File: src/rtl/fg_pkg.sv
package fg_pkg;
   typedef enum logic [1:0] {
      MST_FETCH = 2'b00,
      MST_DATA  = 2'b01,
      MST_DMA   = 2'b10,
      MST_DEBUG = 2'b11
   } fg_master_e;

   typedef enum logic [1:0] {
      OP_READ   = 2'b00,
      OP_PROG   = 2'b01,
      OP_PERASE = 2'b10,
      OP_MERASE = 2'b11
   } fg_op_e;

   typedef enum logic [1:0] {
      LVL_OPEN = 2'd0,
      LVL_LOCK = 2'd1,
      LVL_SEAL = 2'd2,
      LVL_BAD  = 2'd3
   } fg_level_e;

   typedef enum logic {
      SQ_IDLE  = 1'b0,
      SQ_ERASE = 1'b1
   } fg_seq_e;
endpackage

File: src/rtl/fg_span_hit.sv
// Inclusive range overlap: [lo,hi] against [pt_lo,pt_hi]; lo > hi means empty.
module fg_span_hit #(
   parameter int W = 8
) (
   input  logic [W-1:0] lo,
   input  logic [W-1:0] hi,
   input  logic [W-1:0] pt_lo,
   input  logic [W-1:0] pt_hi,
   output logic         active,
   output logic         hit
);
   assign active = (lo <= hi);
   assign hit    = active && (lo <= pt_hi) && (hi >= pt_lo);
endmodule

File: src/rtl/fg_access_policy.sv
// Pure decision logic; rule order encodes precedence.
module fg_access_policy
   import fg_pkg::*;
(
   input  fg_level_e  level,
   input  logic       busy,
   input  logic       ctx_untrusted,
   input  fg_master_e master,
   input  fg_op_e     op,
   input  logic       wrp_hit,
   input  logic       wrp_any,
   input  logic       xo_word_hit,
   input  logic       xo_page_hit,
   input  logic       xo_any,
   output logic       allow
);
   always_comb begin
      allow = 1'b1;
      if (busy) begin
         allow = 1'b0;
      end else if (level == LVL_SEAL && master == MST_DEBUG) begin
         allow = 1'b0;
      end else if (level == LVL_LOCK && ctx_untrusted) begin
         allow = 1'b0;
      end else if (master == MST_FETCH && op != OP_READ) begin
         allow = 1'b0;
      end else begin
         case (op)
            OP_READ:   allow = !(xo_word_hit && master != MST_FETCH);
            OP_PROG:   allow = !(wrp_hit || xo_word_hit);
            OP_PERASE: allow = !(wrp_hit || xo_page_hit);
            default:   allow = !(wrp_any || xo_any);
         endcase
      end
   end
endmodule

File: src/rtl/fg_regress_seq.sv
// Holds the protection level and walks the array on a lock-to-open regression.
module fg_regress_seq
   import fg_pkg::*;
#(
   parameter int        PAGES     = 128,
   parameter int        PG_W      = 7,
   parameter int        WPP_SH    = 8,
   parameter fg_level_e RST_LEVEL = LVL_OPEN,
   localparam int       WD_W      = PG_W + WPP_SH
) (
   input  logic            clk,
   input  logic            rst_n,
   input  logic            lvl_req,
   input  logic [1:0]      lvl_val,
   input  logic            xo_keep,
   input  logic [WD_W-1:0] xo_lo,
   input  logic [WD_W-1:0] xo_hi,
   output fg_level_e       level,
   output logic            busy,
   output logic [PG_W-1:0] pg,
   output logic            pg_valid,
   output logic            done
);
   localparam logic [PG_W-1:0] LAST_PG = PG_W'(PAGES - 1);

   fg_seq_e         state_q;
   fg_level_e       level_q;
   logic [PG_W-1:0] pg_q;
   logic            done_q;
   logic            pg_in_xo;
   logic            xo_act_unused;

   fg_span_hit #(.W(WD_W)) u_pg_xo (
      .lo     (xo_lo),
      .hi     (xo_hi),
      .pt_lo  ({pg_q, {WPP_SH{1'b0}}}),
      .pt_hi  ({pg_q, {WPP_SH{1'b1}}}),
      .active (xo_act_unused),
      .hit    (pg_in_xo)
   );

   always_ff @(posedge clk or negedge rst_n) begin
      if (!rst_n) begin
         state_q <= SQ_IDLE;
         level_q <= RST_LEVEL;
         pg_q    <= '0;
         done_q  <= 1'b0;
      end else if (state_q == SQ_ERASE) begin
         if (pg_q == LAST_PG) begin
            state_q <= SQ_IDLE;
            level_q <= LVL_OPEN;
            done_q  <= 1'b1;
            pg_q    <= '0;
         end else begin
            pg_q <= pg_q + 1'b1;
         end
      end else if (lvl_req) begin
         case (level_q)
            LVL_OPEN: begin
               if (lvl_val == LVL_LOCK || lvl_val == LVL_SEAL)
                  level_q <= fg_level_e'(lvl_val);
            end
            LVL_LOCK: begin
               if (lvl_val == LVL_OPEN) begin
                  state_q <= SQ_ERASE;
                  pg_q    <= '0;
                  done_q  <= 1'b0;
               end else if (lvl_val == LVL_SEAL) begin
                  level_q <= LVL_SEAL;
               end
            end
            default: ;
         endcase
      end
   end

   assign level    = level_q;
   assign busy     = (state_q == SQ_ERASE);
   assign pg       = pg_q;
   assign pg_valid = busy && !(xo_keep && pg_in_xo);
   assign done     = done_q;
endmodule

File: src/rtl/flash_guard.sv
module flash_guard
   import fg_pkg::*;
#(
   parameter int        PAGES      = 128,
   parameter int        PAGE_BYTES = 2048,
   parameter int        XO_BYTES   = 8,
   parameter int        DATA_W     = 64,
   parameter int        WRP_AREAS  = 2,
   parameter bit        XO_ZONE_EN = 1'b1,
   parameter fg_level_e RST_LEVEL  = LVL_OPEN,
   localparam int       PG_W       = $clog2(PAGES),
   localparam int       OFS_W      = $clog2(PAGE_BYTES),
   localparam int       ADDR_W     = PG_W + OFS_W,
   localparam int       XO_SH      = $clog2(XO_BYTES),
   localparam int       WD_W       = ADDR_W - XO_SH,
   localparam int       WPP_SH     = OFS_W - XO_SH
) (
   input  logic                      clk,
   input  logic                      rst_n,
   input  logic                      lvl_req,
   input  logic [1:0]                lvl_val,
   input  logic                      xo_keep,
   input  logic                      dbg_attached,
   input  logic                      boot_ram,
   input  logic                      boot_loader,
   input  logic [WRP_AREAS*PG_W-1:0] wrp_lo,
   input  logic [WRP_AREAS*PG_W-1:0] wrp_hi,
   input  logic [WD_W-1:0]           xo_lo,
   input  logic [WD_W-1:0]           xo_hi,
   input  logic                      req_valid,
   input  logic [1:0]                req_master,
   input  logic [1:0]                req_op,
   input  logic [ADDR_W-1:0]         req_addr,
   input  logic [DATA_W-1:0]         arr_rdata,
   input  logic                      err_clr,
   output logic                      acc_grant,
   output logic                      viol_pulse,
   output logic                      viol_flag,
   output logic [DATA_W-1:0]         rsp_rdata,
   output logic [1:0]                level,
   output logic                      ers_busy,
   output logic                      ers_pg_valid,
   output logic [PG_W-1:0]           ers_pg,
   output logic                      ers_done
);
   // elaboration-time parameter checks
   if ((1 << PG_W) != PAGES) begin : g_bad_pages
      $error("PAGES must be a power of two");
   end
   if ((1 << OFS_W) != PAGE_BYTES || (1 << XO_SH) != XO_BYTES) begin : g_bad_sizes
      $error("PAGE_BYTES and XO_BYTES must be powers of two");
   end
   if (XO_BYTES > PAGE_BYTES || WRP_AREAS < 1) begin : g_bad_geom
      $error("window granule must fit a page and at least one fence area is needed");
   end

   // request decomposition
   logic [PG_W-1:0] req_pg;
   logic [WD_W-1:0] req_wd;
   assign req_pg = req_addr[ADDR_W-1:OFS_W];
   assign req_wd = req_addr[ADDR_W-1:XO_SH];

   // effective execute-only bounds: variant chosen by parameter
   logic [WD_W-1:0] xo_lo_e, xo_hi_e;
   if (XO_ZONE_EN) begin : g_xo_on
      assign xo_lo_e = xo_lo;
      assign xo_hi_e = xo_hi;
   end else begin : g_xo_off
      assign xo_lo_e = '1;
      assign xo_hi_e = '0;
   end

   // fence areas
   logic [WRP_AREAS-1:0] wrp_hit_v, wrp_act_v;
   for (genvar g = 0; g < WRP_AREAS; g++) begin : g_wrp
      fg_span_hit #(.W(PG_W)) u_span (
         .lo     (wrp_lo[g*PG_W +: PG_W]),
         .hi     (wrp_hi[g*PG_W +: PG_W]),
         .pt_lo  (req_pg),
         .pt_hi  (req_pg),
         .active (wrp_act_v[g]),
         .hit    (wrp_hit_v[g])
      );
   end

   // execute-only window: word hit and whole-page overlap
   logic xo_word_hit, xo_page_hit, xo_any, xo_any_dup;
   fg_span_hit #(.W(WD_W)) u_xo_word (
      .lo     (xo_lo_e),
      .hi     (xo_hi_e),
      .pt_lo  (req_wd),
      .pt_hi  (req_wd),
      .active (xo_any),
      .hit    (xo_word_hit)
   );
   fg_span_hit #(.W(WD_W)) u_xo_page (
      .lo     (xo_lo_e),
      .hi     (xo_hi_e),
      .pt_lo  ({req_pg, {WPP_SH{1'b0}}}),
      .pt_hi  ({req_pg, {WPP_SH{1'b1}}}),
      .active (xo_any_dup),
      .hit    (xo_page_hit)
   );

   // level holder and regression walker
   fg_level_e lvl_cur;
   fg_regress_seq #(
      .PAGES     (PAGES),
      .PG_W      (PG_W),
      .WPP_SH    (WPP_SH),
      .RST_LEVEL (RST_LEVEL)
   ) u_seq (
      .clk      (clk),
      .rst_n    (rst_n),
      .lvl_req  (lvl_req),
      .lvl_val  (lvl_val),
      .xo_keep  (xo_keep),
      .xo_lo    (xo_lo_e),
      .xo_hi    (xo_hi_e),
      .level    (lvl_cur),
      .busy     (ers_busy),
      .pg       (ers_pg),
      .pg_valid (ers_pg_valid),
      .done     (ers_done)
   );

   // decision
   logic allow;
   fg_access_policy u_pol (
      .level         (lvl_cur),
      .busy          (ers_busy),
      .ctx_untrusted (dbg_attached | boot_ram | boot_loader),
      .master        (fg_master_e'(req_master)),
      .op            (fg_op_e'(req_op)),
      .wrp_hit       (|wrp_hit_v),
      .wrp_any       (|wrp_act_v),
      .xo_word_hit   (xo_word_hit),
      .xo_page_hit   (xo_page_hit),
      .xo_any        (xo_any),
      .allow         (allow)
   );

   assign acc_grant = req_valid && allow;

   // registered response side
   logic viol_q, flag_q, rd_ok_q;
   logic deny_now;
   assign deny_now = req_valid && !allow;

   always_ff @(posedge clk or negedge rst_n) begin
      if (!rst_n) begin
         viol_q  <= 1'b0;
         flag_q  <= 1'b0;
         rd_ok_q <= 1'b0;
      end else begin
         viol_q  <= deny_now;
         rd_ok_q <= acc_grant && (req_op == OP_READ);
         if (deny_now)     flag_q <= 1'b1;
         else if (err_clr) flag_q <= 1'b0;
      end
   end

   assign viol_pulse = viol_q;
   assign viol_flag  = flag_q;
   assign rsp_rdata  = rd_ok_q ? arr_rdata : '0;
   assign level      = lvl_cur;
endmodule

File: config.mk
export PLATFORM = sky130hd
export DESIGN_NAME = flash_guard
export DESIGN_NICKNAME = d
export VERILOG_FILES = /design/src/rtl/fg_pkg.sv /design/src/rtl/fg_span_hit.sv /design/src/rtl/fg_access_policy.sv /design/src/rtl/fg_regress_seq.sv /design/src/rtl/flash_guard.sv
export SDC_FILE = /design/constraint.sdc
export NUM_CORES = 1
export LEC_CHECK = 0
export BUFFER_PORTS_ARGS = -buffer_cell sky130_fd_sc_hd__buf_2
export CAP_MARGIN = 20
export CORE_UTILIZATION = 44
export DETAILED_ROUTE_END_ITERATION = 8
export PLACE_DENSITY_LB_ADDON = 0.08
export SYNTH_ARGS = -nofsm -noshare
export SYNTH_HDL_FRONTEND = slang
export SYNTH_SLANG_ARGS = --single-unit
File: constraint.sdc
create_clock -name clk -period 3.05 [get_ports clk]
set_clock_uncertainty 0.2 [all_clocks]
set_input_delay 0.305 -clock clk [delete_from_list [all_inputs] [get_ports clk]]
set_output_delay 0.305 -clock clk [all_outputs]
set_load 0.05 [all_outputs]
==> results.md <==
- The number of instances in the placed design is 801.
- The worst path uses 93.8% of the clock period.
- Buffers added to address setup during post-CTS repair amount to 0.
- The post-CTS clock slew at the launch and capture registers of the worst setup and hold paths is 0.05 ns.
- The initial utilization of the core area, before any placement, comes to 46.1%.
- The post-synthesis instance area is 3600 sq um.
- TritonCTS built the clock tree.
- The total number of vias is 4271.
- The routed wire length per instance is 16.4 um.
- In this run the horizontal extent of the chip is 92.4 um.
- The distinct cell type count of the synthesized netlist is 47.
- The number of remaining DRC errors is 0.
- In this run, CTS created clock tree buffers numbering 3.
- Subtracting the final worst setup slack from the clock period gives roughly 2.9 ns.
- For this design, the sink count on the clock tree is 14.
- Across every metal layer, demand over resource in global routing totals a little under a third.
- The core region area is 7810 sq um.
- The first detailed-routing pass took 5 iterations.
- The most used flip-flop cell after synthesis is dfrtp_1.
- Based on the critical path, the design can be clocked at up to 350 MHz.
- The die height is 92.4 um.
- Using the TritonRoute via totals, the vias-per-cell ratio works out to 5.29.
- Setup violations remaining at the end of the flow were counted as 0.
- The worst hold path class is in -> reg.
- The total power per unit cell area is 327 nW/um^2.
- The final wirelength is around 13000 um.
- In this run the register-to-register setup slack is 1.05 ns.
- The post-synthesis async set-or-reset flop share is 100%.
- The area growth from synthesis to final layout is 38.1%.
- The number of failing hold endpoints at the final stage is 0.
- The final count of pins violating max slew is 0.
- The worst setup path is of the in -> out kind.
- The post-detailed-placement half-perimeter wirelength is 11900 um.
- The synthesized flop and latch total is 14.
- Counting every instance in the synthesized netlist gives 470.
- The count of input and output buffers is 230.
- STA puts the critical path data required time at 2.54 ns.
- Counting along the longest clock path gives a buffer depth of 2.
- The number of max-capacitance violations reported is 0.
- At the worst endpoint, the arrival time is 2.36 ns.
- After the last flow step, the layout net total stands at just under 1000.
- Setup repair after global routing left no endpoint under its margin.
- When the netlist entered floorplanning its net count stood at 730.
- 234 I/O pins were placed.
- The initial antenna violation count came to 3.
- Sequential elements use 9.74% of the synthesized area.
- The max-slew headroom at the worst pin is 48.5%.
- Cells with a size suffix above 1 make up between 30% and 40% of the layout.
- The post-route non-filler standard cell count is between 800 and 900.
- The area fraction of the dominant cell type after synthesis is 36.5%.
- Along the worst path, the maximum fanout reaches 3.
- The first global-routing pass estimated 20500 um of wire.
- The number of inserted filler cells in the final layout is 751.
- The flow ran to the end, and the final reports show no timing, DRC or antenna violations.
- The DRC marker count from the first detailed-route iteration is between 100 and 150.
- Entering global routing, the biggest net connects 65 pins.
- The initialized floorplan defines 32 standard-cell rows.
- The transition time of the tightest slew-check pin is just under 0.8 ns.
- The detail route stage leaves a number of antenna-violating nets equal to 0.
- The synthesized design spends more area on one cell type than any other, namely ha_1.
- The via count of the first global-routing pass was 4244.
- The final-layout worst hold slack is 0.105 ns.
- The leakage power figure is 2.97 nW.
- The total die area is between 8000 and 9000 sq um.
- The clock root buffer master is clkbuf_8.
- The worst setup path is captured at a primary output.
- A synthesized cell averages 7.65 sq um.
- The maximum level of the CTS H-tree is 1.
- The worst setup path is launched from an input port.
- The synthesized design contains 0 enable-type register cells.
- The final weighted congestion in routability-driven placement is 0.847.
- The count of warnings emitted by yosys is 0.
- The total negative slack is 0 ns.
- In the post-synthesis netlist, the biggest area contributors are ha_1 (37%), and2_1 (11%), dfrtp_1 (9.7%).
- IR analysis of the VDD net gives a maximum drop of 0.399 mV.
- The clock latency reported for the late side of the worst-skew pair is between 0.2 and 0.3 ns.
- Global routing finished with a remaining overflow of 0.
cell usage after synthesis, types with 6 or more instances:
cell,count
clkbuf_1,9
a21o_1,8
and2_1,65
nand4_1,20
o21ai_0,25
ha_1,105
a21oi_1,41
nand3_1,17
inv_1,62
nor2b_1,7
nand2_1,17
a211oi_1,6
nor2_1,15
dfrtp_1,14
worst max-delay path, cell delays in order:
cell,delay (ns)
buf_2,0.08
inv_1,0.06
ha_1,0.30
nand4_1,0.14
or2_1,0.31
nor3_2,0.19
nor4_1,0.08
o32a_1,0.35
o211ai_2,0.22
nor2_1,0.09
buf_2,0.22
kinds of logic (layout without fill, tap and decap cells):
family / count (synthesis) / count (layout) / synth area share (%)
AOI/OAI and AO/OA: 111 / 111 / 19.2
xor gates and xnor gates: 3 / 3 / 0.731
adders and majority gates: 105 / 105 / 36.5
buffers and inverters: 71 / 304 / 7.41
DFF: 14 / 14 / 9.74
muxes: 1 / 1 / 0.278
other: 0 / 3 / 0
and+or+nand+nor: 165 / 165 / 26.1
report_power, final:
group	total [W]	leakage [nW]	internal, W	switching, W
sequential	0.000356	0.178	0.000244	0.000112
clock	0.000150	0.0216	0.0000874	0.0000627
combinational	0.00112	2.77	0.000418	0.000699
total	0.00162	2.97	0.000749	0.000873
timing repair:
item / 4_1_cts / 5_1_grt
endpoints found under the setup margin: 0 / 1
hold buffers: 1 / 0
gates resized for setup: 0 / 1
hold endpoints to repair: 14 / 0
per-stage QoR:
stage	utilization [%]	setup WS [ns]	total power (W)	instance area [sq um]
after floorplan	-	0.215	0.00110	3600
after global placement	62.8	0.212	0.00143	4900
after detailed placement	62.8	0.169	0.00146	4900
after CTS	63.4	0.158	0.00162	4950
after global routing	63.6	0.00754	0.00177	4970
final	63.6	0.189	0.00162	4970
worst paths after layout:
check                              end  cells after the start    startpoint
setup / recovery             acc_grant                     11  req_addr[15]
hold / removal               viol_flag                      2     req_valid
setup reg to reg           u_seq.pg[5]                      7   u_seq.pg[0]
hold reg to reg             u_seq.done                      2    u_seq.done
max in group asynchronous  u_seq.pg[5]                      2         rst_n
min in group asynchronous   u_seq.busy                      2         rst_n
registers in the layout, summed over array words and instances (netlist names):
signal	flops
viol_flag	1
u_seq.level	2
u_seq.pg	7
viol_pulse	1
u_seq.done	1
u_seq.busy	1
rd_ok_q	1
metal layers:
| metal | track usage, % | wire length, um | vias to the layer above |
|---|---|---|---|
| li1 | - | - | 2155 |
| met1 | 33.8 | 5360 | 1940 |
| met2 | 58.1 | 6680 | 148 |
| met3 | 4.68 | 793 | 28 |
| met4 | 10.8 | 425 | 0 |
| met5 | 0 | 0 | - |
layout by cell type, fill, tap and decap left out, types with 4 or more instances in the layout:
master | synthesis | layout
a22o_1 | 4 | 4
nand4_1 | 20 | 20
nand2b_1 | 4 | 4
o21ai_0 | 25 | 25
inv_1 | 62 | 62
ha_1 | 105 | 105
buf_2 | 0 | 230
and2_1 | 65 | 65
nor2_1 | 15 | 15
buf_4 | 0 | 8
nand2_1 | 17 | 17
a31oi_1 | 5 | 5
nor3_1 | 5 | 4
nand3_1 | 17 | 17
nor2b_1 | 7 | 7
dfrtp_1 | 14 | 14
a21oi_1 | 41 | 41
a21o_1 | 8 | 8
a211oi_1 | 6 | 6
cell type report:
| class | count | area [sq um] | share of cell area [%] |
|---|---|---|---|
| Inverter | 62 | 233 | 4.69 |
| Antenna cell | 3 | 7.51 | 0.151 |
| Multi-Input combinational cell | 385 | 2990 | 60.1 |
| Timing Repair Buffer | 239 | 1220 | 24.6 |
| Clock buffer | 3 | 41.3 | 0.831 |
| Tap cell | 102 | 128 | 2.57 |
| Sequential cell | 14 | 350 | 7.05 |
No activity file was read; power rests on OpenSTA's default activity.
